$ cat src/rtl/mcr_pkg.sv
package mcr_pkg;

    localparam int NDIR  = 5;
    localparam int DIR_E = 0;
    localparam int DIR_W = 1;
    localparam int DIR_N = 2;
    localparam int DIR_S = 3;
    localparam int DIR_L = 4;

    // Geometry of one destination relative to the current node
    typedef struct packed {
        logic       live;   // slot holds a destination
        logic       here;   // equals current node
        logic       axis;   // same row or same column
        logic [2:0] adir;   // axis direction when axis
        logic [2:0] hdir;   // horizontal candidate
        logic [2:0] vdir;   // vertical candidate
        logic [1:0] quad;   // {below, left}
    } geo_t;

    function automatic geo_t locate(input logic live, input logic xgt, input logic xlt,
                                    input logic ygt, input logic ylt);
        geo_t g;
        logic xeq;
        logic yeq;
        xeq    = !xgt && !xlt;
        yeq    = !ygt && !ylt;
        g.live = live;
        g.here = live && xeq && yeq;
        g.axis = live && !(xeq && yeq) && (xeq || yeq);
        g.hdir = xgt ? 3'(DIR_E) : 3'(DIR_W);
        g.vdir = ygt ? 3'(DIR_N) : 3'(DIR_S);
        g.adir = yeq ? g.hdir : g.vdir;
        g.quad = {ylt, xlt};
        return g;
    endfunction

endpackage

$ cat src/rtl/mcr_classify.sv
module mcr_classify
    import mcr_pkg::*;
#(
    parameter int NDEST = 10,
    parameter int CW    = 4
) (
    input  logic [CW-1:0]          cur_x,
    input  logic [CW-1:0]          cur_y,
    input  logic [NDEST-1:0]       dest_valid,
    input  logic [NDEST*CW-1:0]    dest_x,
    input  logic [NDEST*CW-1:0]    dest_y,
    output geo_t [NDEST-1:0]       geo
);

    for (genvar i = 0; i < NDEST; i++) begin : g_slot
        logic [CW-1:0] px;
        logic [CW-1:0] py;
        assign px = dest_x[i*CW +: CW];
        assign py = dest_y[i*CW +: CW];
        assign geo[i] = locate(dest_valid[i], px > cur_x, px < cur_x,
                               py > cur_y, py < cur_y);
    end

endmodule

$ cat src/rtl/mcr_assign.sv
module mcr_assign
    import mcr_pkg::*;
#(
    parameter int NDEST = 10
) (
    input  geo_t [NDEST-1:0]             geo,
    input  logic [3:0]                   quad_hint,
    output logic [NDIR-1:0][NDEST-1:0]   sel
);

    localparam int CNTW = $clog2(NDEST + 1);

    logic [3:0]            used;
    logic [NDEST-1:0]      rem;
    logic [3:0][CNTW-1:0]  cnt;
    logic [2:0]            best;
    logic                  grouped;

    always_comb begin
        sel     = '0;
        used    = '0;
        rem     = '0;
        cnt     = '0;
        best    = 3'(DIR_E);
        grouped = 1'b0;

        // local and axis destinations
        for (int i = 0; i < NDEST; i++) begin
            if (geo[i].here) begin
                sel[DIR_L][i] = 1'b1;
            end else if (geo[i].axis) begin
                sel[geo[i].adir][i] = 1'b1;
                used[geo[i].adir[1:0]] = 1'b1;
            end
        end

        // quadrant destinations join an axis direction already taken
        for (int i = 0; i < NDEST; i++) begin
            if (geo[i].live && !geo[i].here && !geo[i].axis) begin
                if (used[geo[i].hdir[1:0]])
                    sel[geo[i].hdir][i] = 1'b1;
                else if (used[geo[i].vdir[1:0]])
                    sel[geo[i].vdir][i] = 1'b1;
                else
                    rem[i] = 1'b1;
            end
        end

        // candidate totals among the leftovers
        for (int d = 0; d < 4; d++) begin
            for (int i = 0; i < NDEST; i++) begin
                if (rem[i] && (geo[i].hdir == 3'(d) || geo[i].vdir == 3'(d)))
                    cnt[d] = cnt[d] + CNTW'(1);
            end
        end
        for (int d = 1; d < 4; d++) begin
            if (cnt[d] > cnt[best[1:0]])
                best = 3'(d);
        end
        grouped = cnt[best[1:0]] >= CNTW'(2);

        // shared direction, then the adaptive corner route
        for (int i = 0; i < NDEST; i++) begin
            if (rem[i]) begin
                if (grouped && (geo[i].hdir == best || geo[i].vdir == best))
                    sel[best][i] = 1'b1;
                else if (quad_hint[geo[i].quad])
                    sel[geo[i].hdir][i] = 1'b1;
                else
                    sel[geo[i].vdir][i] = 1'b1;
            end
        end
    end

endmodule

$ cat src/rtl/mcr_route_top.sv
module mcr_route_top
    import mcr_pkg::*;
#(
    parameter int NDEST = 10,
    parameter int CW    = 4
) (
    input  logic                   clk,
    input  logic                   rst,
    input  logic                   start,
    input  logic [CW-1:0]          cur_x,
    input  logic [CW-1:0]          cur_y,
    input  logic [NDEST-1:0]       dest_valid,
    input  logic [NDEST*CW-1:0]    dest_x,
    input  logic [NDEST*CW-1:0]    dest_y,
    input  logic [3:0]             quad_hint,
    output logic                   out_valid,
    output logic [NDIR-1:0]        dir_mask,
    output logic [NDIR*NDEST-1:0]  dir_dests
);

    geo_t [NDEST-1:0]            geo;
    logic [NDIR-1:0][NDEST-1:0]  sel;
    logic [NDIR-1:0]             mask_d;

    mcr_classify #(.NDEST(NDEST), .CW(CW)) u_classify (
        .cur_x      (cur_x),
        .cur_y      (cur_y),
        .dest_valid (dest_valid),
        .dest_x     (dest_x),
        .dest_y     (dest_y),
        .geo        (geo)
    );

    mcr_assign #(.NDEST(NDEST)) u_assign (
        .geo       (geo),
        .quad_hint (quad_hint),
        .sel       (sel)
    );

    for (genvar d = 0; d < NDIR; d++) begin : g_mask
        assign mask_d[d] = |sel[d];
    end

    always_ff @(posedge clk) begin
        if (rst) begin
            out_valid <= 1'b0;
            dir_mask  <= '0;
            dir_dests <= '0;
        end else begin
            out_valid <= start;
            if (start) begin
                dir_mask  <= mask_d;
                dir_dests <= sel;
            end
        end
    end

endmodule

$ cat config.mk
export PLATFORM = sky130hd
export DESIGN_NAME = mcr_route_top
export DESIGN_NICKNAME = d
export VERILOG_FILES = /design/src/rtl/mcr_pkg.sv /design/src/rtl/mcr_classify.sv /design/src/rtl/mcr_assign.sv /design/src/rtl/mcr_route_top.sv
export SDC_FILE = /design/constraint.sdc
export NUM_CORES = 1
export LEC_CHECK = 0
export BUFFER_PORTS_ARGS = -buffer_cell sky130_fd_sc_hd__buf_2
export CAP_MARGIN = 20
export CORE_UTILIZATION = 61
export CTS_CLUSTER_SIZE = 24
export DETAILED_ROUTE_END_ITERATION = 8
export HOLD_SLACK_MARGIN = 0.06
export PLACE_DENSITY = 0.91
export SETUP_SLACK_MARGIN = 0.2
export SYNTH_ARGS = -nofsm -noshare
export SYNTH_HDL_FRONTEND = slang
export SYNTH_SLANG_ARGS = --single-unit
export TNS_END_PERCENT = 50
$ cat constraint.sdc
create_clock -name clk -period 19.6 [get_ports clk]
set_input_delay 1.96 -clock clk [delete_from_list [all_inputs] [get_ports clk]]
set_output_delay 1.96 -clock clk [all_outputs]
set_load 0.005 [all_outputs]
==> results of run 1 <==
-- cell usage after synthesis, types with 15 or more instances --
cell type | number | area (um^2)
inv_1 | 70 | 263
ha_1 | 132 | 1650
a21oi_1 | 94 | 470
nand2_1 | 159 | 597
nor2_1 | 175 | 657
o211ai_1 | 28 | 210
nand4_1 | 28 | 175
and2_1 | 17 | 106
or3_1 | 15 | 93.8
nor3_1 | 58 | 290
xnor2_1 | 55 | 482
nand2b_1 | 17 | 106
and4_1 | 19 | 166
o21ai_0 | 48 | 240
a211oi_1 | 42 | 315
a21o_1 | 22 | 165
nand3_1 | 75 | 375
nor2b_1 | 29 | 181
and3_1 | 22 | 138
dfxtp_1 | 56 | 1120
xor2_1 | 37 | 324
mux2i_1 | 28 | 280
clkbuf_1 | 38 | 143
-- state kept, by name, indices dropped and copies added (netlist names) --
register   count
dir_dests     50
dir_mask       5
out_valid      1
-- cells by family (layout without fill, tap and decap cells) --
| kind of cell | after synthesis | in the layout | synth area share |
|---|---|---|---|
| simple gates | 682 | 682 | 0.300 |
| fa+ha+maj | 132 | 132 | 0.143 |
| mux | 41 | 41 | 0.0369 |
| compound gates | 429 | 429 | 0.277 |
| xor+xnor | 111 | 111 | 0.104 |
| buf+inv | 124 | 255 | 0.0431 |
| flops | 56 | 56 | 0.0970 |
-- final cells by class --
class,count,area share
tap,229,0.0226
sequential,56,0.0884
clock inverter,3,0.00217
clock buffer,5,0.00987
multi-input combinational,1395,0.783
timing repair buffer,176,0.0726
inverter,71,0.0210
-- critical path, delay by kind of cell --
kind	cells	cell delay, ns
AO/OA/AOI/OAI	31	8.14
buffers and inverters	5	0.72
XOR/XNOR	6	1.44
AND/OR/NAND/NOR	18	3.51
adder cells (fa/ha/maj)	9	2.50
multiplexers	1	0.17
-- per-layer routing --
| metal | vias up | wire length (um) | global-route usage | part of all wire |
|---|---|---|---|---|
| met3 | 294 | 6450 | 0.154 | 0.13 |
| met1 | 6558 | 18300 | 0.599 | 0.36 |
| met4 | 0 | 4230 | 0.366 | 0.083 |
| li1 | 6185 | - | - | - |
| met2 | 1043 | 21800 | 0.802 | 0.43 |
| met5 | - | 0 | 0.00501 | 0 |
-- path summary, 6_finish.rpt --
path | start | to
worst max register to register | dir_dests[1] | dir_dests[1]
worst min register to register | dir_dests[43] | dir_dests[43]
worst max-delay path | cur_x[3] | dir_mask[3]
worst min-delay path | dir_dests[43] | dir_dests[43]
-- stage by stage --
stage | std cells | utilization | setup slack (ns) | hold WS (ns)
finish | 1935 | 0.694 | 1.30 | 0.477
global route | 1935 | 0.694 | 0.477 | 0.499
CTS | 1935 | 0.694 | 2.04 | 0.482
detailed placement | 1927 | 0.686 | 1.86 | 0.470
global placement | 1927 | 0.686 | 2.32 | 0.453
floorplan | 1575 | - | 4.76 | 0.462
==> out/results.ini, run 1 <==
[synth]
synth-seq-area-share=0.0970
yosysUniqueCellTypes=112
async_flop_share=0
synth_edf_count=0
synth_warnings=0
syn_avg_cell_area_um2=7.34
synth_fp_nets=1812
postSynthCellCount=1575
synthFlopType=dfxtp_1
synthesis.area_um2=11600
ys_seq_elements=56

[worst_setup_path]
crit_path_end_kind=flop
arrival_ns=18.44
reg2reg_slack_ns=18.77
cpMaxStageDelayCell=o311ai_0
reg2reg_depth=2
critPathMaxStageDelay_ns=0.79
critical_path_class=primary input to flop
crit_fanout=10
cp-start-kind=primary input
cp.required_ns=19.75

[final_layout]
nNetsFinal=1942
multi_input_comb_area_um2=9930
drive_gt1_frac=0.159
fill_cells=1542
mostFrequentLayoutCells=175 x nor2_1, 160 x buf_2, 159 x nand2_1
layout_commonest_cell=nor2_1
n_antenna_cell=0
ff_latch_area_um2=1120
final_area_um2=12700
synthToLayoutAreaGrowth_pct=9.77

[sta]
clock.fmax_mhz=54.7
fin_skew_ns=0
rsz0062_at_grt=false
relSlewSlack=0.177
min_period_over_period=0.934
setup_violations=0
finalWorstPathRequiredPeriod_ns=18.30
fin_setup_tns_ns=0
tightest_slew_ns=1.22
hold_viol=0
slew_violations=0

[floorplan]
dieHeight_um=140
core_um2=18300
dieWidth_um=140
dieArea_um2=19500
initial_utilization=0.632
rows=49
ios=161

[route]
wl_per_cell_um=26.2
drc_errors=0
via_per_inst=7.28
antenna_left=0
wl_um=50800
drt_iter0_drc=1665
dr.pass1.iters=6
num_vias=14100

[clocking]
htreeDepth=2
postCtsSetupRepairBufs=0
cts_tree=done
cts_hold_buf=0
cts-root-buf=clkbuf_16
cts_buffers=5
post_cts_resized=0
cts_sinks=56
clk-insertion-delay-late_ns=0.29
clk_pin_slew_ns=0.08
clockBufferDepth=2

[placement]
dp_hpwl_um=41100
gp_congestion=1.13
port_buffers=160
placed_cell_area_um2=12500

[global_route]
grt_pass1_vias=13300
grt_max_degree=76
grt_use_total=0.513
gr-total-overflow=0
antenna_found_initial=1
grt_pass1_wl_um=76600

[hold_path]
min_path_type=flop to flop
min_path_cells=2

[outcome]
status=complete, no violations

[job]
maxCapViolCount=0

Power of run 1 is left out: the tool's default activity adds up to more than one toggle a clock period on the data nets, which glitch-free logic cannot reach.
==> run 2: changes to the inputs <==
Settings changed: CAP_MARGIN 20 to 15, CORE_ASPECT_RATIO set to 1.25, CORE_UTILIZATION 61 to 55, PLACE_DENSITY 0.91 to 0.87.
Clock period 19.6 ns to 15.17 ns, I/O delays scaled along.
==> out/results.ini, run 2 (same netlist as run 1, synthesis figures left out) <==
[clocking]
cts-root-buf=clkbuf_16
cts_tree=done
cts_sinks=56  ; unchanged
clk_pin_slew_ns=0.07  ; about the same
clk-insertion-delay-late_ns=0.29  ; about the same
clockBufferDepth=2  ; unchanged
htreeDepth=2  ; unchanged
cts_hold_buf=0  ; unchanged
cts_buffers=5  ; unchanged

[hold_path]
holdPathEnd=dir_dests[0]
min_path_type=flop to flop
min_from=dir_dests[0]
min_path_cells=2  ; unchanged

[worst_setup_path]
reg2reg_depth=2  ; unchanged
cpMaxStageDelayCell=o22ai_1
critical_path_class=primary input to flop
reg2reg_from=dir_dests[1]
worstReg2RegEnd=dir_dests[1]
cp-start-kind=primary input
reg2reg_slack_ns=14.32  ; -4.45 ns
cp_top_family=compound AO/OA/AOI/OAI gates
arrival_ns=14.86  ; -3.58 ns
crit_buf_inv=6  ; +1
critPathMaxStageDelay_ns=0.52  ; -0.27 ns
path_common_cell=ha_1
cp.required_ns=15.31  ; -4.44 ns
crit_fanout=7  ; -3
crit_path_end_kind=flop

[final_layout]
largest-register=dir_dests
fill_cells=1705  ; +11%
drive_gt1_frac=0.242  ; +0.0829
mostFrequentLayoutCells=173 x nor2_1, 160 x buf_2, 159 x nand2_1
synthToLayoutAreaGrowth_pct=21.5
largest_reg_flops=50  ; unchanged
nNetsFinal=2048  ; +5.5%
layout_commonest_cell=nor2_1
largestRegisters=dir_dests (50), dir_mask (5), out_valid (1)

[sta]
setup_violations=0  ; unchanged
relSlewSlack=0.280  ; +0.103
fin_skew_ns=0  ; unchanged
min_period_over_period=0.970
clock.fmax_mhz=67.9
finalWorstPathRequiredPeriod_ns=14.72
slew_violations=0  ; unchanged
tightest_slew_ns=1.07  ; -0.150 ns
hold_viol=0  ; unchanged
timing.final.ws_setup_ns=0.451  ; -0.852 ns

[placement]
dp_hpwl_um=45300  ; +10%
port_buffers=160  ; unchanged
dp_slack_ns=-0.427  ; -2.29 ns
gp_congestion=1.12  ; -0.97%

[route]
met3_length_um=5900  ; -8.6%
routed-wl-met2_um=24400  ; +12%
antenna_left=0  ; unchanged
num_vias=14700  ; +4.6%
dr.pass1.iters=7  ; +1
top_layer=met4
via_per_inst=7.07  ; -2.8%
wl_per_cell_um=27.1  ; +3.1%
drt_iter0_drc=1959  ; +18%
drc_errors=0  ; unchanged
wl_um=56400  ; +11%
met1Wirelength_um=19800  ; +8.0%

[global_route]
gr-total-overflow=0  ; unchanged
grt_pass1_vias=13900  ; +4.0%
grt_use_total=0.499  ; -0.0135
grt_pass1_wl_um=81500  ; +6.4%
antenna_found_initial=1  ; unchanged
grt_max_degree=78  ; +2.6%

[job]
maxCapViolCount=0  ; unchanged

[floorplan]
rows=58  ; +18%
dieArea_um2=21600  ; +11%
core_um2=20300  ; +11%
dieWidth_um=132  ; -5.7%
dieHeight_um=164  ; +17%
ios=161  ; unchanged
initial_utilization=0.569  ; -0.0638

[outcome]
status=complete, no violations

==> run 2: stage by stage <==
step | util | instances | TNS, ns | hold WS (ns) | cell area (um^2)
after floorplan | - | 1575 | 0 | 0.462 | 11600
after global placement | 0.647 | 2041 | -0.0967 | 0.459 | 13100
after detailed placement | 0.647 | 2041 | -3.26 | 0.467 | 13100
after CTS | 0.659 | 2054 | 0 | 0.475 | 13400
after global routing | 0.691 | 2083 | -0.314 | 0.486 | 14000
final | 0.691 | 2083 | 0 | 0.470 | 14000
==> run 2: worst max path at each step <==
| stage | start | end | slack [ns] | cells past startpoint |
|---|---|---|---|---|
| after floorplan | cur_x[3] | dir_mask[3] | 0.77 | 74 |
| after global placement | cur_x[3] | dir_mask[1] | -0.05 | 71 |
| after detailed placement | cur_x[3] | dir_mask[1] | -0.43 | 69 |
| after CTS | cur_x[3] | dir_mask[1] | 0.22 | 71 |
| after global routing | cur_y[3] | dir_mask[3] | -0.1 | 71 |
| final | cur_y[3] | dir_mask[1] | 0.45 | 66 |
==> run 2: routing by layer <==
metal | vias up | global-route usage
li1 | 6401 | -
met1 | 6784 | 0.549
met2 | 1119 | 0.809
met3 | 428 | 0.115
met4 | 0 | 0.452
met5 | - | 0
==> run 2: layout make-up <==
cell class	count	area, um^2	area share
diodes	1	2.50	0.000178
clock buffers	7	153	0.0109
clock inverters	1	30.0	0.00214
inverters	71	285	0.0203
multi-input cells	1395	10300	0.736
flip-flops and latches	56	1120	0.0799
well taps	270	338	0.0241
repair buffers	282	1770	0.126
==> run 2: worst register-to-register path, stage by stage (launching register included) <==
cell,delay (ns)
dfxtp_1,0.31
or2_2,0.29
o311a_1,0.14
==> run 2: what timing repair did <==
action                                  CTS  global route
pin swaps                                 3            21
resized for setup                         5            78
endpoints found under the setup margin   18            44
setup buffers                             5            27
hold endpoints to repair                  0             0
Power of run 2 is left out for the same reason.
